$ cat src/rtl/flash_cmd_pkg.sv
package flash_cmd_pkg;

  localparam int CMD_N   = 11;
  localparam int IDX_W   = 4;
  localparam int KEY_W   = 12;

  // bit position of each command in the one-hot code
  typedef enum logic [IDX_W-1:0] {
    C_RESET   = 4'd0,
    C_IDENT   = 4'd1,
    C_PROG    = 4'd2,
    C_BPROG   = 4'd3,
    C_CHIP    = 4'd4,
    C_BLK     = 4'd5,
    C_SUSP    = 4'd6,
    C_RESUME  = 4'd7,
    C_QUERY   = 4'd8,
    C_BYP_IN  = 4'd9,
    C_BYP_OUT = 4'd10
  } cmd_idx_e;

  typedef enum logic [3:0] {
    S_IDLE, S_UNL1, S_UNL2, S_PDATA,
    S_ERS1, S_ERS2, S_ERS3,
    S_IDENT, S_QUERY,
    S_BYP, S_BPDATA, S_BEXIT,
    S_BUSY, S_BUSY_BE
  } seq_st_e;

  typedef struct packed {
    logic k1;
    logic k2;
    logic qry;
  } key_hit_t;

  localparam logic [7:0] OP_RESET  = 8'hF0;
  localparam logic [7:0] OP_K1     = 8'hAA;
  localparam logic [7:0] OP_K2     = 8'h55;
  localparam logic [7:0] OP_IDENT  = 8'h90;
  localparam logic [7:0] OP_PROG   = 8'hA0;
  localparam logic [7:0] OP_BYP    = 8'h20;
  localparam logic [7:0] OP_ERASE  = 8'h80;
  localparam logic [7:0] OP_CHIP   = 8'h10;
  localparam logic [7:0] OP_BLK    = 8'h30;
  localparam logic [7:0] OP_SUSP   = 8'hB0;
  localparam logic [7:0] OP_QUERY  = 8'h98;
  localparam logic [7:0] OP_BEXIT  = 8'h00;

  localparam logic [KEY_W-1:0] W_K1 = 12'h555;
  localparam logic [KEY_W-1:0] W_K2 = 12'h2AA;
  localparam logic [KEY_W-1:0] W_QA = 12'h055;
  localparam logic [KEY_W-1:0] B_K1 = 12'hAAA;
  localparam logic [KEY_W-1:0] B_K2 = 12'h555;
  localparam logic [KEY_W-1:0] B_QA = 12'h0AA;

endpackage

$ cat src/rtl/flash_cmd_match.sv
module flash_cmd_match
  import flash_cmd_pkg::*;
(
  input  logic [10:0] addr_lo,
  input  logic        lsb,
  input  logic        byte_mode,
  output key_hit_t    hit
);

  logic [KEY_W-1:0] cmp;
  logic [KEY_W-1:0] exp_k1, exp_k2, exp_qa;

  // byte mode shifts the word address up and appends the lane bit
  always_comb begin
    if (byte_mode) begin
      cmp    = {addr_lo, lsb};
      exp_k1 = B_K1;
      exp_k2 = B_K2;
      exp_qa = B_QA;
    end else begin
      cmp    = {1'b0, addr_lo};
      exp_k1 = W_K1;
      exp_k2 = W_K2;
      exp_qa = W_QA;
    end
    hit.k1  = (cmp == exp_k1);
    hit.k2  = (cmp == exp_k2);
    hit.qry = (cmp == exp_qa);
  end

endmodule

$ cat src/rtl/flash_cmd_seq.sv
module flash_cmd_seq
  import flash_cmd_pkg::*;
(
  input  logic             clk,
  input  logic             rst_n,
  input  logic             sync_clr,
  input  logic             wr_stb,
  input  key_hit_t         hit,
  input  logic [7:0]       op,
  input  logic             pe_done,
  output logic             emit,
  output logic [IDX_W-1:0] emit_idx,
  output logic             mode_ident,
  output logic             mode_query,
  output logic             mode_bypass,
  output logic             busy,
  output logic             erase_susp
);

  seq_st_e  st_q, st_n;
  logic     susp_q, susp_n;
  logic     qret_q, qret_n;   // query entered from identifier mode
  logic     bret_q, bret_n;   // program issued from bypass mode
  cmd_idx_e idx_n;
  logic     adv;

  assign adv = wr_stb | pe_done;

  always_comb begin
    st_n   = st_q;
    susp_n = susp_q;
    qret_n = qret_q;
    bret_n = bret_q;
    emit   = 1'b0;
    idx_n  = C_RESET;
    if (wr_stb) begin
      unique case (st_q)
        S_IDLE: begin
          if (op == OP_RESET) begin
            emit = 1'b1;
          end else if (op == OP_QUERY && hit.qry) begin
            emit = 1'b1; idx_n = C_QUERY; st_n = S_QUERY; qret_n = 1'b0;
          end else if (op == OP_BLK && susp_q) begin
            emit = 1'b1; idx_n = C_RESUME; st_n = S_BUSY_BE; susp_n = 1'b0;
          end else if (op == OP_K1 && hit.k1) begin
            st_n = S_UNL1;
          end
        end
        S_UNL1: st_n = (op == OP_K2 && hit.k2) ? S_UNL2 : S_IDLE;
        S_UNL2: begin
          st_n = S_IDLE;
          if (op == OP_RESET) begin
            emit = 1'b1;
          end else if (hit.k1) begin
            if (op == OP_IDENT) begin
              emit = 1'b1; idx_n = C_IDENT; st_n = S_IDENT;
            end else if (op == OP_PROG) begin
              st_n = S_PDATA;
            end else if (op == OP_BYP) begin
              emit = 1'b1; idx_n = C_BYP_IN; st_n = S_BYP;
            end else if (op == OP_ERASE && !susp_q) begin
              st_n = S_ERS1;
            end
          end
        end
        S_PDATA: begin
          emit = 1'b1; idx_n = C_PROG; st_n = S_BUSY; bret_n = 1'b0;
        end
        S_ERS1: st_n = (op == OP_K1 && hit.k1) ? S_ERS2 : S_IDLE;
        S_ERS2: st_n = (op == OP_K2 && hit.k2) ? S_ERS3 : S_IDLE;
        S_ERS3: begin
          st_n = S_IDLE;
          if (op == OP_CHIP && hit.k1) begin
            emit = 1'b1; idx_n = C_CHIP; st_n = S_BUSY; bret_n = 1'b0;
          end else if (op == OP_BLK) begin
            emit = 1'b1; idx_n = C_BLK; st_n = S_BUSY_BE;
          end
        end
        S_IDENT: begin
          if (op == OP_RESET) begin
            emit = 1'b1; st_n = S_IDLE;
          end else if (op == OP_QUERY && hit.qry) begin
            emit = 1'b1; idx_n = C_QUERY; st_n = S_QUERY; qret_n = 1'b1;
          end
        end
        S_QUERY: begin
          if (op == OP_RESET) begin
            emit = 1'b1; st_n = qret_q ? S_IDENT : S_IDLE;
          end
        end
        S_BYP: begin
          if (op == OP_PROG)       st_n = S_BPDATA;
          else if (op == OP_IDENT) st_n = S_BEXIT;
          else if (op == OP_RESET) emit = 1'b1;
        end
        S_BPDATA: begin
          emit = 1'b1; idx_n = C_BPROG; st_n = S_BUSY; bret_n = 1'b1;
        end
        S_BEXIT: begin
          if (op == OP_BEXIT) begin
            emit = 1'b1; idx_n = C_BYP_OUT; st_n = S_IDLE;
          end else begin
            st_n = S_BYP;
          end
        end
        S_BUSY_BE: begin
          if (op == OP_SUSP) begin
            emit = 1'b1; idx_n = C_SUSP; st_n = S_IDLE; susp_n = 1'b1;
          end
        end
        default: ;
      endcase
    end
    // completion overrides any write in the same cycle
    if (pe_done) begin
      if (st_q == S_BUSY) begin
        st_n = bret_q ? S_BYP : S_IDLE;
      end else if (st_q == S_BUSY_BE) begin
        st_n = S_IDLE; susp_n = 1'b0; emit = 1'b0;
      end
    end
  end

  always_ff @(posedge clk or negedge rst_n) begin
    if (!rst_n) begin
      st_q   <= S_IDLE;
      susp_q <= 1'b0;
      qret_q <= 1'b0;
      bret_q <= 1'b0;
    end else if (sync_clr) begin
      st_q   <= S_IDLE;
      susp_q <= 1'b0;
      qret_q <= 1'b0;
      bret_q <= 1'b0;
    end else if (adv) begin
      st_q   <= st_n;
      susp_q <= susp_n;
      qret_q <= qret_n;
      bret_q <= bret_n;
    end
  end

  assign emit_idx    = idx_n;
  assign mode_ident  = (st_q == S_IDENT);
  assign mode_query  = (st_q == S_QUERY);
  assign mode_bypass = (st_q == S_BYP) || (st_q == S_BPDATA) || (st_q == S_BEXIT);
  assign busy        = (st_q == S_BUSY) || (st_q == S_BUSY_BE);
  assign erase_susp  = susp_q;

endmodule

$ cat src/rtl/flash_cmd_out.sv
module flash_cmd_out
  import flash_cmd_pkg::*;
#(
  parameter int ADDR_W = 20,
  parameter int DATA_W = 16
) (
  input  logic              clk,
  input  logic              rst_n,
  input  logic              sync_clr,
  input  logic              emit,
  input  logic [IDX_W-1:0]  emit_idx,
  input  logic [ADDR_W:0]   full_addr,
  input  logic [DATA_W-1:0] data,
  output logic              cmd_vld,
  output logic [CMD_N-1:0]  cmd_code,
  output logic [ADDR_W:0]   cmd_addr,
  output logic [DATA_W-1:0] cmd_data
);

  logic [CMD_N-1:0] oh;

  for (genvar i = 0; i < CMD_N; i++) begin : g_oh
    assign oh[i] = (emit_idx == IDX_W'(i));
  end

  always_ff @(posedge clk or negedge rst_n) begin
    if (!rst_n) begin
      cmd_vld  <= 1'b0;
      cmd_code <= '0;
    end else if (sync_clr) begin
      cmd_vld  <= 1'b0;
      cmd_code <= '0;
    end else begin
      cmd_vld  <= emit;
      cmd_code <= emit ? oh : '0;
    end
  end

  // payload registers only load on a decoded command
  always_ff @(posedge clk or negedge rst_n) begin
    if (!rst_n) begin
      cmd_addr <= '0;
      cmd_data <= '0;
    end else if (emit) begin
      cmd_addr <= full_addr;
      cmd_data <= data;
    end
  end

endmodule

$ cat src/rtl/flash_cmd_decoder.sv
module flash_cmd_decoder
  import flash_cmd_pkg::*;
#(
  parameter int ADDR_W = 20,
  parameter int DATA_W = 16
) (
  input  logic              clk,
  input  logic              rst_n,
  input  logic              sync_clr,
  input  logic              wr_stb,
  input  logic [ADDR_W-1:0] wr_addr,
  input  logic              wr_lsb,
  input  logic [DATA_W-1:0] wr_data,
  input  logic              byte_mode,
  input  logic              pe_done,
  output logic              cmd_vld,
  output logic [CMD_N-1:0]  cmd_code,
  output logic [ADDR_W:0]   cmd_addr,
  output logic [DATA_W-1:0] cmd_data,
  output logic              mode_ident,
  output logic              mode_query,
  output logic              mode_bypass,
  output logic              busy,
  output logic              erase_susp
);

  key_hit_t         hit;
  logic             emit;
  logic [IDX_W-1:0] emit_idx;
  logic [ADDR_W:0]  full_addr;

  assign full_addr = {wr_addr, byte_mode & wr_lsb};

  flash_cmd_match u_match (
    .addr_lo   (wr_addr[10:0]),
    .lsb       (wr_lsb),
    .byte_mode (byte_mode),
    .hit       (hit)
  );

  flash_cmd_seq u_seq (
    .clk         (clk),
    .rst_n       (rst_n),
    .sync_clr    (sync_clr),
    .wr_stb      (wr_stb),
    .hit         (hit),
    .op          (wr_data[7:0]),
    .pe_done     (pe_done),
    .emit        (emit),
    .emit_idx    (emit_idx),
    .mode_ident  (mode_ident),
    .mode_query  (mode_query),
    .mode_bypass (mode_bypass),
    .busy        (busy),
    .erase_susp  (erase_susp)
  );

  flash_cmd_out #(.ADDR_W(ADDR_W), .DATA_W(DATA_W)) u_out (
    .clk       (clk),
    .rst_n     (rst_n),
    .sync_clr  (sync_clr),
    .emit      (emit),
    .emit_idx  (emit_idx),
    .full_addr (full_addr),
    .data      (wr_data),
    .cmd_vld   (cmd_vld),
    .cmd_code  (cmd_code),
    .cmd_addr  (cmd_addr),
    .cmd_data  (cmd_data)
  );

endmodule

$ cat config.mk
export PLATFORM = sky130hd
export DESIGN_NAME = flash_cmd_decoder
export DESIGN_NICKNAME = d
export VERILOG_FILES = /design/src/rtl/flash_cmd_pkg.sv /design/src/rtl/flash_cmd_match.sv /design/src/rtl/flash_cmd_seq.sv /design/src/rtl/flash_cmd_out.sv /design/src/rtl/flash_cmd_decoder.sv
export SDC_FILE = /design/constraint.sdc
export NUM_CORES = 1
export LEC_CHECK = 0
export CORE_ASPECT_RATIO = 1.4
export CORE_UTILIZATION = 40
export CTS_CLUSTER_SIZE = 12
export DETAILED_ROUTE_END_ITERATION = 16
export DONT_BUFFER_PORTS = 1
export PLACE_DENSITY = 0.65
export SLEW_MARGIN = 20
export SYNTH_ARGS = -nofsm -noshare
export SYNTH_HDL_FRONTEND = slang
export SYNTH_SLANG_ARGS = --single-unit
$ cat constraint.sdc
create_clock -name clk -period 2.3 [get_ports clk]
set_input_delay 0.115 -clock clk [delete_from_list [all_inputs] [get_ports clk]]
set_output_delay 0.115 -clock clk [all_outputs]
set_load 0.005 [all_outputs]
==> impl_metrics.py, run 1 <==
metrics = {
    "logic_synthesis": {
        "synth_warn": 0,
        "number_of_flops_mapped_to_enable_cells_by_yosys": 0,
        "ys_types": 57,
        "synth-seq-cells": 56,
        "post_synth_inst_count": 319,
        "synthesis.area_sq_mm": 0.00324,
        "syn_area_per_cell_sq_um": 10.2,
        "synth_top_flop_cell": "dfrtp_1",
        "ys_seq_area_frac": 0.433,
        "synthArstFlopShare": 1.00,
        "syn-num-nets": 362,
    },
    "clock_network": {
        "cts_root_buffer": "clkbuf_8",
        "numCtsBuffers": 5,
        "clk-insertion-delay-late_ns": 0.32,
        "cts_tree": "done",
        "clk_pin_slew_ns": 0.11,
        "tritoncts_num_sinks": 56,
        "cts.path.max_buffers": 2,
        "cts_max_level": 2,
    },
    "floorplanning": {
        "pin_count": 97,
        "initial_core_util": 0.415,
        "core_area_sq_mm": 0.00780,
        "die_area_sq_mm": 0.00847,
        "fp-row-count": 38,
        "die-height_microns": 108,
        "width_of_the_die_microns": 78.1,
    },
    "setup_path": {
        "crit_path_end_kind": "flip-flop",
        "critical_path.startpoint_type": "flip-flop",
        "timing.critical_path.required_ns": 2.50,
        "crit_arrival_ns": 2.46,
        "path_max_fanout": 22,
        "critPathKind": "flip-flop to flip-flop",
    },
    "final_layout": {
        "area.growth.synth_to_final_pct": 32.8,
        "nFillCells": 721,
        "instances_no_fill": 502,
        "insertedDiodeCount": 0,
        "multi_input_area_sq_mm": 0.00174,
        "final_layout_size_suffix_gt1_frac": 0.251,
        "finalNetCount": 444,
        "area.sequential_sq_mm": 0.00140,
    },
    "global_route": {
        "vias_in_the_first_global_route": 3167,
        "track_usage": 0.265,
        "antenna_found_initial": 0,
        "grt_first_pass_wirelength_microns": 17100,
        "grt_overflow": 0,
        "grt_max_degree": 57,
    },
    "sta": {
        "clock-skew-final_ns": 0.00565,
        "report.final.setup_viol": 0,
        "max_clk_rate_ghz": 0.443,
        "fin_crit_sh": 0.982,
        "timing.final.max_slew_violations": 0,
        "timing_hold_violations_final": 0,
        "relSlewSlack": 0.677,
        "fin_setup_tns_ns": 0,
        "tightestPinTransition_ns": 0.480,
        "final.min_clock_period_ns": 2.26,
    },
    "placed_design": {
        "placed_cells_incl_taps": 445,
        "dp_hpwl_microns": 7590,
        "placement.io_buffers": 0,
        "gp_routability_congestion": 0.980,
    },
    "flow_run": {
        "drv.max_cap_violation_count": 0,
    },
    "outcome": {
        "outcome": "completed",
    },
    "detailed_routing": {
        "top_layer": "met4",
        "drt-total-wl_microns": 10800,
        "routed_wire_length_per_instance_microns": 21.5,
        "met1_layer_wirelength_in_the_final_routing_microns": 3980,
        "vias": 3052,
        "dr.pass1.iters": 6,
        "met2WireLength_microns": 5670,
        "drt_iter0_drc": 212,
        "ant_nets": 0,
        "route.detailed.drc": 0,
        "drt-vias-per-instance": 6.08,
        "met3_length_microns": 741,
    },
    "power_and_ir_drop": {
        "power.total_mw": 1.97,
        "powerDensity_mw_per_mm2": 457,
        "power.ir.vdd_worst_mv": 0.412,
        "static_power_due_to_leakage_nw": 1.93,
    },
    "worst_hold_path": {
        "timing.hold.worst.class": "primary input to flip-flop",
    },
}
-- flip-flops by register name (all words and copies together), names as in the netlist --
register / flops
u_out.cmd_vld: 1
u_out.cmd_code: 11
u_out.cmd_data: 16
u_seq.erase_susp: 1
u_seq.st_q: 4
u_seq.bret_q: 1
u_seq.qret_q: 1
u_out.cmd_addr: 21
-- timing repair --
action / in CTS / in global routing
setup endpoints to repair: 1 / 47
pin swaps: 0 / 10
hold endpoints to repair: 98 / 0
setup buffers: 1 / 7
resized for setup: 2 / 17
hold buffers: 41 / 0
-- cell type report --
| type | count | share of cell area |
|---|---|---|
| inverter | 8 | 0.00698 |
| clock inverter | 2 | 0.00320 |
| tap | 100 | 0.0291 |
| multi-input combinational | 233 | 0.405 |
| clock buffer | 6 | 0.0169 |
| timing repair buffer | 97 | 0.212 |
| sequential | 56 | 0.326 |
-- cell usage after synthesis (4+ instances only) --
master    count  area share
or3_1         5      0.0097
nor2b_1      10       0.019
and4b_1       4       0.012
nand3_1       4      0.0062
o31a_1        4       0.011
nor3_1       12       0.019
nand2_1      14       0.016
o21ai_0      10       0.015
mux2_2        8       0.028
buf_6         6       0.021
dfrtp_1      56        0.43
nor4_1        6       0.012
nand2b_1      5      0.0097
a31oi_1       7       0.014
and2_1        5      0.0097
clkbuf_1     13       0.015
nor2_1       23       0.027
nor3b_1       5       0.012
nand4_1      12       0.023
a21oi_1      10       0.015
inv_1         8      0.0093
or2_2         4      0.0077
mux2_1       30        0.10
o211ai_1      4      0.0093
-- path summary, 6_finish.rpt --
kind                       slack, ns                  to                from  cells after the start
max                             0.04   u_out.cmd_addr[1]       u_seq.st_q[0]                      7
min                            0.007   u_out.cmd_code[2]            sync_clr                      2
max reg2reg                     0.04   u_out.cmd_addr[1]       u_seq.st_q[0]                      7
min reg2reg                     0.52  u_out.cmd_data[11]  u_out.cmd_data[11]                      1
max in group asynchronous       1.74       u_seq.st_q[3]               rst_n                      2
min in group asynchronous       0.31   u_out.cmd_addr[2]               rst_n                      2
-- metrics by stage --
stage | utilization | instance area [sq um] | hold slack (ns) | setup WS [ns]
after floorplan | - | 3240 | -0.181 | 0.164
after global placement | 0.469 | 3660 | -0.179 | 0.0261
after detailed placement | 0.469 | 3660 | -0.179 | 0.00653
after CTS | 0.537 | 4190 | 0.00856 | 0.00760
after global routing | 0.552 | 4300 | 0.0140 | -0.0305
final | 0.552 | 4300 | 0.00718 | 0.0412
-- kinds of logic after synthesis --
family | share of synthesized area
AO/OA/AOI/OAI | 0.144
buffers and inverters | 0.0494
AND/OR/NAND/NOR | 0.239
multiplexers | 0.132
flip-flops | 0.433
XOR/XNOR | 0.00270
-- where the power goes --
| part | internal, mW | switching (mW) |
|---|---|---|
| registers | 1.03 | 0.0375 |
| clock network | 0.219 | 0.344 |
| logic | 0.178 | 0.159 |
| total | 1.43 | 0.540 |
-- critical path, cell delays in order, from the launching register on --
cell and delay (ns):
dfrtp_2 0.45, buf_4 0.16, or2_2 0.32, a211oi_1 0.25, o2111ai_1 0.17, a21bo_4 0.25
buf_12 0.18, mux2_1 0.35
-- cell usage in the layout, fill, tap and decap left out, types with 3 or more instances in the layout --
| master | n |
|---|---|
| o31a_1 | 4 |
| nand3_1 | 4 |
| mux2_2 | 8 |
| nor4bb_1 | 3 |
| nor2b_1 | 10 |
| inv_1 | 8 |
| nor2_1 | 22 |
| a21oi_1 | 8 |
| clkbuf_8 | 5 |
| mux2_1 | 30 |
| a211oi_1 | 3 |
| and2_1 | 4 |
| nor3b_1 | 4 |
| a31oi_1 | 7 |
| o211ai_1 | 4 |
| nor4_1 | 4 |
| buf_12 | 5 |
| nand2_1 | 13 |
| or2_2 | 4 |
| and4_1 | 3 |
| nor3_1 | 12 |
| nand2b_1 | 5 |
| o2111ai_1 | 3 |
| or3_1 | 3 |
| buf_4 | 49 |
| o21ai_0 | 9 |
| dlygate4sd3_1 | 40 |
| nand4_1 | 12 |
| dfrtp_1 | 54 |
| and4b_1 | 4 |
-- routing by layer --
layer  vias up  track usage
met5         -            0
met3        29       0.0557
li1       1367            -
met4         0        0.110
met1      1486        0.305
met2       170        0.475
No activity file was read; power rests on OpenSTA's default activity.
==> run 2, diff against run 1 <==
HOLD_SLACK_MARGIN = 0.15   (was default)
==> run 2 against run 1 <==
Effect of this change:
- sequential share of layout area down 0.11 points
- clock skew is 0.0018 ns higher
- hold slack gained 0.18 ns
- critical path depth unchanged
- sequential cell count unchanged
- highest routed layer unchanged
- global-route usage rose by 0.20 points
- combinational power up 2%
- cell area up 0.35%
- total power is 0.45% higher
- setup slack worse by 0.026 ns
- largest power group unchanged
- clock power about the same
==> impl_metrics.py, run 2 (synthesis results as in run 1) <==
metrics = {
    "detailed_routing": {
        "vias": 3044,
        "dr.pass1.iters": 5,
        "met2WireLength_microns": 5650,
        "met3_length_microns": 729,
        "met1_layer_wirelength_in_the_final_routing_microns": 3910,
        "route.detailed.drc": 0,
        "top_layer": "met4",
        "drt_iter0_drc": 185,
        "drt-vias-per-instance": 6.05,
        "ant_nets": 0,
        "drt-total-wl_microns": 10800,
        "routed_wire_length_per_instance_microns": 21.5,
    },
    "final_layout": {
        "area.growth.synth_to_final_pct": 33.3,
        "largest_reg_flops": 21,
        "regMostFlops": "u_out.cmd_addr",
        "most_common_cell_after_layout_fill_and_taps_aside": "dfrtp_1",
        "largest_registers": "u_out.cmd_addr: 21 flops, u_out.cmd_data: 16 flops, u_out.cmd_code: 11 flops",
        "postLayoutCellArea_sq_mm": 0.00432,
        "final_layout_size_suffix_gt1_frac": 0.246,
        "finalNetCount": 445,
        "insertedDiodeCount": 0,
        "most-common-layout-cells": "dfrtp_1 (54), buf_4 (47), dlygate4sd3_1 (43)",
    },
    "sta": {
        "fin_crit_sh": 0.993,
        "final.min_clock_period_ns": 2.28,
        "timing.final.max_slew_violations": 0,
        "tightestPinTransition_ns": 0.495,
        "hold_ws_ns": 0.184,
        "final.setup.worst_slack_ns": 0.0154,
        "report.final.setup_viol": 0,
        "timing_hold_violations_final": 0,
        "clock-skew-final_ns": 0.00742,
        "relSlewSlack": 0.667,
        "max_clk_rate_ghz": 0.438,
    },
    "clock_network": {
        "tritoncts_num_sinks": 56,
        "numCtsBuffers": 5,
        "cts_tree": "done",
        "cts_max_level": 2,
        "clk_pin_slew_ns": 0.11,
        "clk-insertion-delay-late_ns": 0.32,
        "cts.path.max_buffers": 2,
        "cts_root_buffer": "clkbuf_8",
    },
    "floorplanning": {
        "core_area_sq_mm": 0.00780,
        "pin_count": 97,
        "width_of_the_die_microns": 78.1,
        "die-height_microns": 108,
        "die_area_sq_mm": 0.00847,
        "initial_core_util": 0.415,
        "fp-row-count": 38,
    },
    "worst_hold_path": {
        "hold_end": "u_seq.st_q[2]",
        "timing.hold.worst.class": "primary input to flip-flop",
        "hold-path-cell-count": 4,
        "hold_path.startpoint": "wr_data[4]",
    },
    "setup_path": {
        "timing.critical_path.required_ns": 2.50,
        "setup.reg_to_reg.worst_slack_ns": 0.02,
        "critical_path.startpoint_type": "flip-flop",
        "crit_buf_inv": 2,
        "path_max_fanout": 22,
        "crit_chain": "buf_4, or2_2, a211oi_1, o2111ai_1, a21bo_4, buf_12, mux2_1",
        "worst_path_max_delay_cell": "dfrtp_2",
        "crit_path_end_kind": "flip-flop",
        "timing.rr.end": "u_out.cmd_addr[4]",
        "rr_startpoint": "u_seq.st_q[0]",
        "worst_path_largest_cell_delay_ns": 0.45,
        "number_of_cells_on_the_worst_reg_to_reg_path": 7,
        "cp_top_family": "compound AO/OA/AOI/OAI gates",
        "critPathKind": "flip-flop to flip-flop",
        "crit_arrival_ns": 2.48,
    },
    "power_and_ir_drop": {
        "powerDensity_mw_per_mm2": 457,
        "static_power_due_to_leakage_nw": 1.93,
        "power.total_mw": 1.97,
        "power.ir.vdd_worst_mv": 0.415,
    },
    "outcome": {
        "outcome": "completed",
    },
    "placed_design": {
        "post-place-ws_ns": 0.00653,
        "dpl_cell_area_sq_mm": 0.00366,
        "gp_routability_congestion": 0.980,
        "dp_hpwl_microns": 7590,
        "placement.io_buffers": 0,
    },
    "global_route": {
        "antenna_found_initial": 0,
        "grt_first_pass_wirelength_microns": 17300,
        "vias_in_the_first_global_route": 3184,
        "track_usage": 0.267,
        "grt_max_degree": 57,
        "grt_overflow": 0,
    },
    "flow_run": {
        "drv.max_cap_violation_count": 0,
    },
}
==> run 2: cell count changes in the layout (fill, tap and decap cells not counted), sizes merged <==
cell	change
dlygate4sd3	+3
buf	-2
==> run 2: per-layer routing <==
metal | global-route usage | vias to the layer above
met2 | 0.472 | 163
met1 | 0.301 | 1475
met5 | 0 | -
li1 | - | 1366
met4 | 0.135 | 0
met3 | 0.0582 | 40
==> run 2: report_power, final <==
part	leakage, nW	switching, mW	internal [mW]
clock network	0.0456	0.346	0.219
registers	0.772	0.0377	1.03
logic	1.12	0.164	0.180
total	1.93	0.547	1.43
==> run 2: worst reg2reg max path, cell delays in order (launching register included) <==
cell and delay [ns]:
dfrtp_2 0.45, buf_4 0.16, or2_2 0.32, a211oi_1 0.26, o2111ai_1 0.18, a21bo_4 0.25, buf_12 0.18, mux2_1 0.36
==> run 2: how the worst max path moves through the flow <==
stage,start,to,cells after the start,slack [ns]
2_1_floorplan,wr_data[2],u_out.cmd_data[7],9,0.16
3_5_place_dp,u_seq.st_q[2],u_out.cmd_code[5],7,0.007
3_3_place_gp,u_seq.st_q[3],u_out.cmd_code[5],7,0.03
6_report,u_seq.st_q[0],u_out.cmd_addr[4],7,0.02
4_1_cts,u_seq.st_q[0],u_out.cmd_code[5],7,0.008
5_1_grt,u_seq.st_q[0],u_out.cmd_addr[4],8,-0.03
==> run 2: cell type report <==
type / instances / area [sq um]
Clock buffer: 6 / 72.6
Clock inverter: 2 / 13.8
Fill cell: 723 / 3480
Inverter: 8 / 30.0
Multi-Input combinational cell: 233 / 1740
Sequential cell: 56 / 1400
Tap cell: 100 / 125
Timing Repair Buffer: 98 / 927
==> run 2: what timing repair did <==
item	CTS	global route
setup buffers	1	5
pin swaps	0	10
resized for setup	2	17
hold endpoints to repair	112	0
endpoints found under the setup margin	1	47
hold buffers	44	0
==> run 2: through the flow <==
step                std cells  TNS [ns]  utilization
floorplan                 319         0            -
global placement          445         0        0.469
detailed placement        445         0        0.469
CTS                       498         0        0.541
global route              503    -0.221        0.554
finish                    503         0        0.554
